### src/rtl/trace_pkg.sv
package trace_pkg;
  localparam int PAYLOAD_W = 32;
  localparam int LEN_W     = 5;

  typedef enum logic [1:0] {
    MSG_HIST = 2'b00,
    MSG_IND  = 2'b01,
    MSG_EXC  = 2'b10,
    MSG_OVF  = 2'b11
  } msg_kind_e;

  typedef struct packed {
    msg_kind_e            kind;
    logic [LEN_W-1:0]     len;
    logic [PAYLOAD_W-1:0] data;
  } trace_msg_t;
endpackage

### src/rtl/trace_history.sv
module trace_history #(
  parameter int HIST_W = 16
) (
  input  logic        clk,
  input  logic        rst,
  input  logic        br_v,
  input  logic        br_t,
  input  logic        jump,
  input  logic        commit,
  input  logic        clr,
  output logic        flush,
  output logic [4:0]  flush_len,
  output logic [31:0] flush_bits
);
  localparam int LW = $clog2(HIST_W + 1);

  logic [LW-1:0]     len_q, len_nxt;
  logic [HIST_W-1:0] bits_q, bits_nxt;

  always_comb begin
    len_nxt    = len_q + LW'(br_v);
    bits_nxt   = bits_q | (HIST_W'(br_v & br_t) << len_q);
    flush      = (len_nxt == LW'(HIST_W)) || (jump && (len_nxt != '0));
    flush_len  = 5'(len_nxt);
    flush_bits = 32'(bits_nxt);
  end

  always_ff @(posedge clk) begin
    if (rst || clr) begin
      len_q  <= '0;
      bits_q <= '0;
    end else if (commit) begin
      if (flush) begin
        len_q  <= '0;
        bits_q <= '0;
      end else begin
        len_q  <= len_nxt;
        bits_q <= bits_nxt;
      end
    end
  end
endmodule

### src/rtl/trace_fifo.sv
module trace_fifo
  import trace_pkg::*;
#(
  parameter int DEPTH = 8,
  localparam int AW = $clog2(DEPTH),
  localparam int CW = $clog2(DEPTH + 1)
) (
  input  logic          clk,
  input  logic          rst,
  input  logic [1:0]    wr_n,
  input  trace_msg_t    wr_a,
  input  trace_msg_t    wr_b,
  input  logic          pop,
  output trace_msg_t    head,
  output logic [CW-1:0] count
);
  trace_msg_t    mem [DEPTH];
  logic [AW-1:0] wp, rp;

  always_ff @(posedge clk) begin
    if (wr_n != 2'd0) mem[wp] <= wr_a;
    if (wr_n == 2'd2) mem[wp + AW'(1)] <= wr_b;
  end

  always_ff @(posedge clk) begin
    if (rst) begin
      wp    <= '0;
      rp    <= '0;
      count <= '0;
    end else begin
      wp    <= wp + AW'(wr_n);
      rp    <= rp + AW'(pop);
      count <= count + CW'(wr_n) - CW'(pop);
    end
  end

  assign head = mem[rp];
endmodule

### src/rtl/trace_encoder.sv
module trace_encoder
  import trace_pkg::*;
#(
  parameter int DEPTH  = 8,
  parameter int HIST_W = 16
) (
  input  logic        clk,
  input  logic        rst,
  input  logic        br_valid,
  input  logic        br_taken,
  input  logic        ind_valid,
  input  logic        exc_valid,
  input  logic [31:0] ev_addr,
  output logic        msg_valid,
  input  logic        msg_ready,
  output logic [1:0]  msg_type,
  output logic [4:0]  msg_len,
  output logic [31:0] msg_payload
);
  localparam int CW = $clog2(DEPTH + 1);

  logic          jump, ev, flush, drop_now, pend_q, pop;
  logic [4:0]    flush_len;
  logic [31:0]   flush_bits, dcnt_q, dcnt_inc;
  logic [1:0]    n_need, wr_n;
  logic [CW-1:0] fifo_cnt, free;
  trace_msg_t    wr_a, wr_b, head, hist_msg, tgt_msg;

  assign jump = ind_valid | exc_valid;
  assign ev   = br_valid | jump;

  trace_history #(.HIST_W(HIST_W)) u_hist (
    .clk(clk), .rst(rst), .br_v(br_valid), .br_t(br_taken), .jump(jump),
    .commit(ev & ~drop_now), .clr(drop_now),
    .flush(flush), .flush_len(flush_len), .flush_bits(flush_bits)
  );

  always_comb begin
    free     = CW'(DEPTH) - fifo_cnt;
    n_need   = {1'b0, flush} + {1'b0, jump};
    dcnt_inc = (dcnt_q == '1) ? dcnt_q : dcnt_q + 32'(ev);
    hist_msg = '{kind: MSG_HIST, len: flush_len, data: flush_bits};
    tgt_msg  = '{kind: (exc_valid ? MSG_EXC : MSG_IND), len: '0, data: ev_addr};
    wr_n     = 2'd0;
    wr_a     = hist_msg;
    wr_b     = tgt_msg;
    drop_now = 1'b0;
    if (pend_q) begin
      drop_now = 1'b1;
      if (free != '0) begin
        wr_n = 2'd1;
        wr_a = '{kind: MSG_OVF, len: '0, data: dcnt_inc};
      end
    end else if (CW'(n_need) > free) begin
      drop_now = 1'b1;
    end else begin
      wr_n = n_need;
      wr_a = flush ? hist_msg : tgt_msg;
    end
  end

  always_ff @(posedge clk) begin
    if (rst) begin
      pend_q <= 1'b0;
      dcnt_q <= '0;
    end else if (pend_q) begin
      if (free != '0) begin
        pend_q <= 1'b0;
        dcnt_q <= '0;
      end else begin
        dcnt_q <= dcnt_inc;
      end
    end else if (CW'(n_need) > free) begin
      pend_q <= 1'b1;
      dcnt_q <= 32'd1;
    end
  end

  trace_fifo #(.DEPTH(DEPTH)) u_fifo (
    .clk(clk), .rst(rst), .wr_n(wr_n), .wr_a(wr_a), .wr_b(wr_b),
    .pop(pop), .head(head), .count(fifo_cnt)
  );

  assign msg_valid   = (fifo_cnt != '0);
  assign pop         = msg_valid & msg_ready;
  assign msg_type    = head.kind;
  assign msg_len     = head.len;
  assign msg_payload = head.data;
endmodule

### config.mk
export PLATFORM = sky130hd
export DESIGN_NAME = trace_encoder
export DESIGN_NICKNAME = d
export VERILOG_FILES = /design/src/rtl/trace_pkg.sv /design/src/rtl/trace_history.sv /design/src/rtl/trace_fifo.sv /design/src/rtl/trace_encoder.sv
export SDC_FILE = /design/constraint.sdc
export NUM_CORES = 1
export LEC_CHECK = 0
export BUFFER_PORTS_ARGS = -buffer_cell sky130_fd_sc_hd__clkbuf_2
export CORE_ASPECT_RATIO = 1.2
export CORE_MARGIN = 10
export CORE_UTILIZATION = 35
export DETAILED_ROUTE_END_ITERATION = 8
export SLEW_MARGIN = 40
export SYNTH_ARGS = -nofsm -noshare
export SYNTH_HDL_FRONTEND = slang
export SYNTH_SLANG_ARGS = --single-unit
### constraint.sdc
create_clock -name clk -period 9.2 [get_ports clk]
set_input_delay 1.84 -clock clk [delete_from_list [all_inputs] [get_ports clk]]
set_output_delay 1.84 -clock clk [all_outputs]
set_load 0.01 [all_outputs]
* Yosys cells after proc, flatten, opt, wreduce, memory -nomap -nowiden
Memory sizes are Yosys's and may differ from the RTL's. A register that Yosys moved wholly into a read port is not among the register bits.
Cells that the tools add are included.
** Cells by class
- $add $sub $neg :: 9
- Magnitude comparators :: 1
- Eq/ne operators :: 3
- Shift-type cells :: 1
- Mux-type cells :: 23
- Bitwise gates (word level) :: 7
- Reductions and logical operators :: 8
** Operators by type and width (count)
- 2-to-1 mux 39 bit :: 4
- 2-to-1 mux 32 bit :: 4
- adder 32 x 1 -> 32 bit :: 1
- == test 32 bit (second input constant) :: 1
- 2-to-1 mux 16 bit :: 1
- OR 16 bit :: 1
- left shift 16 x 5 -> 16 bit :: 1
- 2-to-1 mux 1 bit :: 9
- nonzero test 4 bit :: 2
- 2-to-1 mux 2 bit :: 3
- adder 5 x 1 -> 5 bit :: 1
- == test 5 bit (second input constant) :: 1
- 2-to-1 mux 5 bit :: 1
- nonzero test 5 bit :: 1
- adder 4 x 2 -> 4 bit :: 1
- > comparator 2 x 4 -> 1 bit :: 1
- nonzero test 2 bit :: 2
- subtractor 4 x 1 -> 4 bit :: 1
- subtractor 4 bit (first input constant) :: 1
- adder 3 x 1 -> 3 bit :: 1
- adder 3 x 1 -> 3 bit (second input constant) :: 1
- adder 3 x 2 -> 3 bit :: 1
- bitwise AND 1 bit :: 3
- 2-to-1 mux 3 bit :: 1
- 6 further kinds :: 8
** Storage, ports and cells
- Flip-flop bits (word level) :: 64
- RAM bits :: 312
- Output and inout bits :: 40
- Word-level logic and storage cells :: 60
- Memories kept :: 1
** Memory list
- u_fifo.mem :: words 8, bits a word 39, read ports 1, clocked after Yosys merged registers in 1, wr ports 2, line trace_fifo.sv:17 : trace_msg_t mem [DEPTH];

* Depth between registers and ports, before layout
Gate-level depths: netlist (run 1).
- Depth in word-level cells :: 11
- Depth in mapped cells :: 23
- Depth with buffers taken out :: 22

* By module
Synthesis (run 1) repeated with hierarchy kept, for this count alone.
** Unflattened totals
- Cells, all modules :: 1426
- Area total of the unflattened synthesis :: 20717.4 um^2
** Modules (own cells, without submodules)
- trace_fifo :: instances 1, cells each 874, area each 16124.2 um^2, seq. area each 9569.2 um^2
- trace_encoder :: instances 1, cells each 415, area each 3168.0 um^2, seq. area each 660.6 um^2
- trace_history :: instances 1, cells each 137, area each 1425.1 um^2, seq. area each 420.4 um^2

* Worst setup path after synthesis (run 1)
Ideal clock, no wire load.
- Path kind :: input port to flip-flop
- Start :: input br_valid
- End :: memory u_fifo.mem[0][0] (netlist name), enable pin
- Arrival time :: 5966 ps
- Required time :: 8811 ps
- Path slack :: 2846 ps
- Stages on the path :: 14
- Path through :: ha_1 -> ha_1 -> nor2_1 -> and3_1 -> a41oi_1 -> nand2_1 -> ha_1 -> ha_1 -> nor2b_1 -> o21ai_0 -> o21ai_4 -> a2111oi_4 -> nor2_1 -> inv_1
** RTL lines
- start, declared :: line trace_encoder.sv:9 : input logic br_valid,
- end, declared :: line trace_fifo.sv:17

==> results of run 1 <==
==> Yosys cell counts, types with 40 or more instances <==
library cell / n
edfxtp_1: 272
a22o_1: 117
dfxtp_1: 104
a32o_1: 78
mux4_2: 78
nand2_1: 77
clkbuf_1: 76
a21oi_1: 75
o2bb2ai_1: 64
nor2_1: 60
o21ai_0: 58
buf_1: 40
==> area by class of cell <==
cell class	instances	area [µm²]
Inverter	34	128
Tap cell	735	920
Sequential cell	376	10300
Clock buffer	44	1030
Fill cell	5428	34700
Clock inverter	27	216
Multi-Input combinational cell	1060	9190
Timing Repair Buffer	125	763
Antenna cell	3	7.51
==> how the worst min path moves through the flow <==
stage | slack (ns) | to | cells after the start
floorplan | 0.43 | u_fifo.mem[1][32] | 1
global placement | 0.44 | u_fifo.mem[1][36] | 1
detailed placement | 0.44 | u_fifo.mem[6][34] | 1
CTS | 0.46 | u_fifo.mem[0][34] | 1
global route | 0.47 | u_fifo.mem[6][32] | 1
finish | 0.46 | u_fifo.mem[0][34] | 1
==> where the power goes <==
part	internal [mW]	switching (mW)	leakage, nW
clock	0.889	0.699	0.619
combinational	1.07	2.01	3.52
sequential	2.31	0.155	3.38
==> placed cells by master, fill, tap and decap left out, drive strengths merged, types with 14 or more instances in the layout <==
| cell | instances |
|---|---|
| a32o | 78 |
| nor3 | 33 |
| ha | 19 |
| and3 | 16 |
| mux2 | 39 |
| mux4 | 78 |
| o2bb2ai | 64 |
| nor4 | 14 |
| o21ai | 76 |
| clkinv | 31 |
| a21o | 36 |
| a22o | 117 |
| buf | 47 |
| clkbuf | 122 |
| dfxtp | 104 |
| a211oi | 15 |
| and2 | 28 |
| nand2 | 77 |
| xnor2 | 16 |
| mux2i | 14 |
| nor2 | 63 |
| edfxtp | 272 |
| inv | 27 |
| nand4 | 18 |
| nand3 | 35 |
| a21oi | 78 |
| o31ai | 15 |
==> cells by family after synthesis <==
family | Yosys count
compound gates | 547
xor+xnor | 19
fa+ha+maj | 21
buf+inv | 198
flops | 376
mux | 131
simple gates | 342
==> registers in the layout (all words and copies together), names as in the netlist <==
name	cells
u_hist.len_q	5
u_fifo.rp	3
dcnt_q	32
pend_q	1
u_hist.bits_q	16
u_fifo.wp	3
u_fifo.mem	312
u_fifo.count	4
==> per-layer routing <==
| metal | share of wire [%] | routed length, µm | vias up | track usage, % |
|---|---|---|---|---|
| li1 | - | - | 6563 | - |
| met1 | 38 | 25300 | 7653 | 23.2 |
| met2 | 50 | 33200 | 728 | 32.5 |
| met5 | 0.011 | 7 | - | 0 |
| met3 | 7.4 | 4850 | 143 | 2.96 |
| met4 | 3.8 | 2530 | 2 | 7.94 |
==> metrics by stage <==
stage          util [%]  area [µm²]  setup slack, ns  hold slack, ns  cells
2_1_floorplan         -       20200             2.85           0.427   1634
3_3_place_gp       36.9       21100             1.92           0.440   2329
3_5_place_dp       37.1       21200             1.79           0.441   2330
4_1_cts            39.3       22500             2.36           0.460   2401
5_1_grt            39.4       22500             1.83           0.471   2404
6_report           39.4       22500             2.29           0.459   2404
==> qor.yml, run 1 <==
pwr:
  power_leakage_nw: 7.52
  irDropWorstVdd_uv: 197
  p_per_area_nw_per_um2: 317
  finalPower_mw: 7.13
synthesis:
  synth_top_cell_by_area: "edfxtp_1"
  yosys_register_bits: 376
  syn-num-nets: 1694
  synth_top_family_by_area: "compound AO/OA/AOI/OAI gates"
  ys_async_sr_fraction_pct: 0
  ys_types: 84
  synth_cells: 1634
  synth_edf_count: 272
  avgSynthCellArea_um2: 12.4
  syn_area_um2: 20200
  synthMuxAreaShare_pct: 11.6
  ys_top_cells_by_area: "edfxtp_1 40%, dfxtp_1 10%, mux4_2 8.7%"
  synth_top_area_share_pct: 40.5
  synth_compound_area_share_pct: 21.9
  synth-xor-area-share_pct: 0.824
  ys_warn_count: 0
  synthSimpleGateAreaFrac_pct: 9.11
  ys.flop_type: "edfxtp_1"
  seq_area_frac_synth_pct: 50.8
  synth_adder_area_share_pct: 1.38
placement:
  dp_hpwl_um: 44100
  port_buffers: 78
  gp_congestion: 0.888
route:
  num_vias: 15089
  drc_errors: 0
  ant_nets: 0
  vias_per_cell: 6.28
  first_iter_violations: 1673
  drt-total-wl_um: 65900
  firstDrtPassIters: 6
  wl_per_cell_um: 27.4
worst_setup_path:
  setup.worst_path.end_class: "register"
  reg2reg_slack_ns: 3.28
  cp_slowest_cell: "clkinv_1"
  crit_cells: 18
  arrival_ns: 7.17
  crit_chain: "clkbuf_2, ha_1, ha_1, nor2_1, and3_1, a32oi_1, nand2_1, ha_1, inv_1, ha_1, nand2_1, o21ai_0, o21ai_4, a211oi_4, buf_4, nor2_1, clkinv_1, buf_4"
  reg2reg_depth: 17
  path_max_fanout: 18
  criticalPathCategory: "in2reg"
  r2r_end: "u_fifo.mem[7][7]"
  cp_top_family: "buffers and inverters"
  worst_setup_path_start_kind: "input pin"
  endpoint: "u_fifo.mem[7][7]"
  required_ns: 9.47
  slowest_delay_ns: 0.73
  crit_top_cell: "ha_1"
  reg2reg_from: "u_hist.len_q[0]"
  crit_start: "br_valid"
  cp.buffers_inverters: 5
sta:
  max_freq_ghz: 0.145
  finalHoldViolCount: 0
  fin_crit_ns: 6.91
  slew_viol_final: 0
  fin_setup_tns_ns: 0
  maxSlewHeadroom_pct: 41.0
  worst_slew_pin_slew_ns: 0.861
  finalSetupViolCount: 0
  rsz0062_at_grt: "false"
  finClkSkew_ns: 0.0345
  fin_crit_sh_pct: 75.1
grt:
  grt_pass1_wl_um: 98000
  antenna_found_initial: 4
  grtUsageTotal_pct: 18.9
  grt_max_degree: 62
  grt_pass1_vias: 14998
  grt_overflow: 0
run_status:
  status: "finished, final reports clean"
floorplan:
  row_count: 96
  core-area_um2: 57200
  start_util_pct: 35.3
  dieWidth_um: 239
  ios: 79
  die_h_um: 283
  die_area_um2: 67700
clock_network:
  cts_setup_buffers: 0
  ctsResizeCount: 0
  numCtsBuffers: 40
  tritoncts: "done"
  clkLatencyLatePin_ns: 0.56
  clock_path_buffers: 3
  h-tree-depth: 2
  cts.clk_slew.worst_paths_ns: 0.07
  hold_buffers: 0
  cts_sinks: 376
  clockRootBuffer: "clkbuf_16"
worst_hold_path:
  min_from: "u_fifo.mem[0][34]"
  min-delay-path-class: "reg2reg"
job:
  drv_cap: 0
cells_and_area:
  drive_gt1_share_pct: 22.4
  nets: 1697
  area_growth_pct: 11.5
(Power assumes the default switching activity.)
==> inputs of run 2 (changes only) <==
- clock period: 9.2 -> 6.5 ns (I/O delays scaled with it)
==> run 2 against run 1 <==
Utilization up 0.16 points. Final area up 0.40%. Combinational power increased by 44%. Clock power increased by 33%. Setup slack worse by 1.4 ns. Wire length decreased by 0.42%. Register-to-register slack got worse by 1.9 ns. Sequential share of layout area is 0.18 points lower. Sequential power grew 41%. Critical path type unchanged. Critical endpoint is now u_fifo.mem[0][13]. Largest power group unchanged.
==> qor.yml, run 2 (synthesized netlist as in run 1, its figures left out) <==
run_status:
  status: "finished, final reports clean"
sta:
  finalSetupViolCount: 0
  fin_crit_ns: 5.62
  finClkSkew_ns: 0.0208
  fin_setup_tns_ns: 0
  max_freq_ghz: 0.178
  setup_slack_ns: 0.885
  finalHoldViolCount: 0
  fin_crit_sh_pct: 86.4
  worst_slew_pin_slew_ns: 0.870
  rsz0062_at_grt: "false"
  maxSlewHeadroom_pct: 42.0
  hold_slack_ns: 0.462
  slew_viol_final: 0
worst_hold_path:
  min_from: "u_fifo.mem[0][32]"
  hold_path_end: "u_fifo.mem[0][32]"
  hold_depth: 1
  min-delay-path-class: "reg2reg"
cells_and_area:
  reg.largest.list: "u_fifo.mem x312, dcnt_q x32, u_hist.bits_q x16"
  drive_gt1_share_pct: 22.9
  top_register: "u_fifo.mem"
  mostFrequentLayoutCells: "272 x edfxtp_1, 117 x a22o_1, 101 x dfxtp_1, 81 x buf_4"
  largest_reg_flops: 312
  nets: 1731
  utilization_pct: 39.5
  area_growth_pct: 12.0
  layout_commonest_cell: "edfxtp_1"
clock_network:
  tritoncts: "done"
  h-tree-depth: 2
  clock_path_buffers: 3
  numCtsBuffers: 38
  clockRootBuffer: "clkbuf_16"
  hold_buffers: 0
  cts_sinks: 376
  ctsResizeCount: 0
  clkLatencyLatePin_ns: 0.55
  cts.clk_slew.worst_paths_ns: 0.06
  cts_setup_buffers: 0
worst_setup_path:
  reg2reg_slack_ns: 1.37
  setup.worst_path.end_class: "register"
  reg2reg_from: "u_hist.len_q[0]"
  worst_setup_path_start_kind: "input pin"
  r2r_end: "u_fifo.mem[0][13]"
  required_ns: 6.91
  arrival_ns: 6.03
  crit_start: "br_valid"
  reg2reg_depth: 16
  criticalPathCategory: "in2reg"
  path_max_fanout: 8
grt:
  grt_pass1_vias: 15119
  grtUsageTotal_pct: 18.9
  antenna_found_initial: 2
  grt_pass1_wl_um: 98400
  grt_overflow: 0
  grt_max_degree: 46
placement:
  port_buffers: 78
  gp_congestion: 0.942
  dp_worst_setup_slack_ns: 0.443
  dp_hpwl_um: 43600
job:
  drv_cap: 0
floorplan:
  core-area_um2: 57200
  die_h_um: 283
  dieWidth_um: 239
  ios: 79
  start_util_pct: 35.3
  die_area_um2: 67700
  row_count: 96
route:
  drt-total-wl_um: 65600
  ant_nets: 0
  wl_per_cell_um: 26.9
  num_vias: 15161
  drc_errors: 0
  vias_per_cell: 6.22
  first_iter_violations: 1674
  firstDrtPassIters: 5
pwr:
  finalPower_mw: 10.1
  p_per_area_nw_per_um2: 445
  power_leakage_nw: 7.58
  irDropWorstVdd_uv: 323
-- run 2: through the flow --
stage / area [µm²] / instances
6_report: 22600 / 2438
5_1_grt: 22600 / 2437
4_1_cts: 22600 / 2435
3_5_place_dp: 21400 / 2365
3_3_place_gp: 21400 / 2365
2_1_floorplan: 20200 / 1634
-- run 2: worst max-delay path, stage by stage --
cell	delay [ns]
clkbuf_2	0.11
ha_1	0.26
ha_1	0.25
xnor2_1	0.16
and3_1	0.22
a32oi_1	0.52
nand2_1	0.22
ha_1	0.33
ha_1	0.30
nor2b_1	0.14
o21ai_0	0.15
buf_4	0.17
nor2_2	0.05
nor3_2	0.53
buf_4	0.34
mux2i_1	0.68
a32o_1	0.29
-- run 2: where the power goes --
group	internal, mW	switching [mW]
clock network	1.17	0.959
logic	1.60	2.85
registers	3.26	0.221
total	6.02	4.03
-- run 2: per-layer routing --
layer / global-route usage [%] / up-vias / wire length, µm
met5: 0 / - / 13
met4: 6.36 / 2 / 2170
met3: 2.66 / 121 / 3980
met2: 33.3 / 611 / 33800
met1: 23.1 / 7782 / 25600
li1: - / 6645 / -
-- run 2: final cells by class --
type                    instances  area [µm²]
diodes                          2        5.00
clock buffers                  54        1080
clock inverters                16         100
fillers                      5375       34600
inverters                      34         128
multi-input cells            1060        9070
flip-flops and latches        376       10300
well taps                     735         920
repair buffers                161        1040
-- run 2: how the worst max path moves through the flow --
stage	slack [ns]	cells past startpoint	endpoint
floorplan	0.69	14	u_fifo.mem[0][0]
global placement	0.50	18	u_fifo.mem[4][26]
detailed placement	0.44	17	u_fifo.mem[4][17]
CTS	0.99	17	u_fifo.mem[4][17]
global route	0.52	15	u_fifo.mem[6][1]
finish	0.88	17	u_fifo.mem[0][13]
==> inputs of run 3 (changes only) <==
- CAP_MARGIN: default -> 20
- CORE_ASPECT_RATIO: 1.2 -> default
==> run 3 against run 2 <==
Final cell count is 0.74% higher. Die area hardly changed. First-iteration DRC count is 2.3% lower. Combinational power is 0.9% lower. Critical path type unchanged.
==> qor.yml, run 3 (synthesized netlist as in run 1, its figures left out) <==
route:
  drt-total-wl_um: 64800
  firstDrtPassIters: 5
  num_vias: 15244
  wl_per_cell_um: 26.4
  first_iter_violations: 1635
  ant_nets: 0
  drc_errors: 0
  vias_per_cell: 6.21
cells_and_area:
  mostFrequentLayoutCells: "272 x edfxtp_1, 117 x a22o_1, 101 x dfxtp_1"
  top_register: "u_fifo.mem"
  utilization_pct: 40.1
  layout_commonest_cell: "edfxtp_1"
  final_cells: 2456
  nets: 1727
  reg.largest.list: "u_fifo.mem x312, dcnt_q x32, u_hist.bits_q x16"
  largest_reg_flops: 312
  area_growth_pct: 12.6
  drive_gt1_share_pct: 22.7
clock_network:
  hold_buffers: 0
  cts_sinks: 376
  clockRootBuffer: "clkbuf_16"
  cts.clk_slew.worst_paths_ns: 0.06
  numCtsBuffers: 42
  cts_setup_buffers: 0
  ctsResizeCount: 0
  tritoncts: "done"
  clock_path_buffers: 3
  h-tree-depth: 2
  clkLatencyLatePin_ns: 0.58
worst_setup_path:
  crit_start: "br_valid"
  reg2reg_from: "u_hist.len_q[0]"
  setup.worst_path.end_class: "register"
  reg2reg_depth: 16
  endpoint: "u_fifo.mem[3][22]"
  reg2reg_slack_ns: 1.03
  r2r_end: "u_fifo.mem[3][22]"
  arrival_ns: 6.33
  worst_setup_path_start_kind: "input pin"
  criticalPathCategory: "in2reg"
  path_max_fanout: 18
  required_ns: 6.94
sta:
  fin_crit_sh_pct: 90.6
  rsz0062_at_grt: "false"
  worst_slew_pin_slew_ns: 0.866
  max_freq_ghz: 0.170
  finalSetupViolCount: 0
  finClkSkew_ns: 0.0221
  fin_setup_tns_ns: 0
  hold_slack_ns: 0.462
  fin_crit_ns: 5.89
  maxSlewHeadroom_pct: 41.9
  slew_viol_final: 0
  finalHoldViolCount: 0
grt:
  antenna_found_initial: 3
  grt_max_degree: 54
  grtUsageTotal_pct: 18.7
  grt_pass1_wl_um: 97000
  grt_overflow: 0
  grt_pass1_vias: 15147
worst_hold_path:
  hold_depth: 1
  min-delay-path-class: "reg2reg"
pwr:
  finalPower_mw: 10.1
  p_per_area_nw_per_um2: 446
  power_leakage_nw: 7.59
  clkPwrFrac_pct: 22.0
  p_seq_share_pct: 34.4
  sw_frac_of_total_pct: 39.9
  p_int_mw: 6.09
  p_switching_mw: 4.04
  irDropWorstVdd_uv: 317
  comb_power_share_pct: 43.6
placement:
  dp.cells: 2379
  dp_hpwl_um: 42300
  gp_congestion: 0.916
  port_buffers: 78
job:
  drv_cap: 0
floorplan:
  start_util_pct: 35.6
  die_h_um: 260
  ios: 79
  die_area_um2: 67700
  dieWidth_um: 260
  row_count: 87
  core-area_um2: 56700
run_status:
  status: "finished, final reports clean"
run 3: area by class of cell:
class | instances | area, µm²
diodes | 1 | 2.50
clock buffers | 58 | 1150
clock inverters | 18 | 104
fillers | 5302 | 34000
inverters | 34 | 128
multi-input cells | 1060 | 9090
flip-flops and latches | 376 | 10300
well taps | 756 | 946
repair buffers | 153 | 1040
run 3: power groups by stage:
stage | registers (mW) | logic, mW | clock network (mW)
4_1_cts | 3.49 | 4.38 | 2.26
2_1_floorplan | 3.39 | 3.00 | 0
6_report | 3.49 | 4.41 | 2.23
5_1_grt | 3.53 | 4.73 | 2.35
3_3_place_gp | 3.53 | 4.27 | 0
3_5_place_dp | 3.53 | 4.36 | 0
run 3: layer usage:
metal / vias to the layer above / GRT usage [%] / part of all wire, %
met3: 121 / 3.49 / 8.4
met1: 7716 / 24.1 / 40
met4: 2 / 6.38 / 3.0
met5: - / 0 / 0.017
met2: 768 / 31.2 / 48
li1: 6637 / - / -
run 3: critical path, stage by stage:
cell and delay [ns]:
clkbuf_2 0.11, ha_1 0.24, ha_1 0.27, nand3_1 0.11
xnor2_1 0.25, a32oi_1 0.48, nand2_1 0.22, ha_1 0.35
ha_1 0.33, nor2b_1 0.15, o21ai_0 0.21, buf_4 0.18
o21ai_4 0.16, a211oi_4 0.74, buf_4 0.31, a21o_1 0.67
a22o_1 0.24
run 3: worst min path at each step:
stage / start / end / slack (ns)
2_1_floorplan: u_fifo.mem[1][32] / u_fifo.mem[1][32] / 0.43
3_3_place_gp: u_fifo.mem[6][33] / u_fifo.mem[6][33] / 0.44
3_5_place_dp: u_fifo.mem[6][32] / u_fifo.mem[6][32] / 0.44
4_1_cts: u_fifo.mem[2][32] / u_fifo.mem[2][32] / 0.46
5_1_grt: u_fifo.mem[1][34] / u_fifo.mem[1][34] / 0.48
6_report: u_fifo.mem[2][33] / u_fifo.mem[2][33] / 0.46
run 3: stage by stage:
| step | worst slack, ns | cell area [µm²] |
|---|---|---|
| 2_1_floorplan | 0.686 | 20200 |
| 3_3_place_gp | 0.307 | 21400 |
| 3_5_place_dp | 0.142 | 21400 |
| 4_1_cts | 0.746 | 22700 |
| 5_1_grt | 0.322 | 22700 |
| 6_report | 0.608 | 22700 |
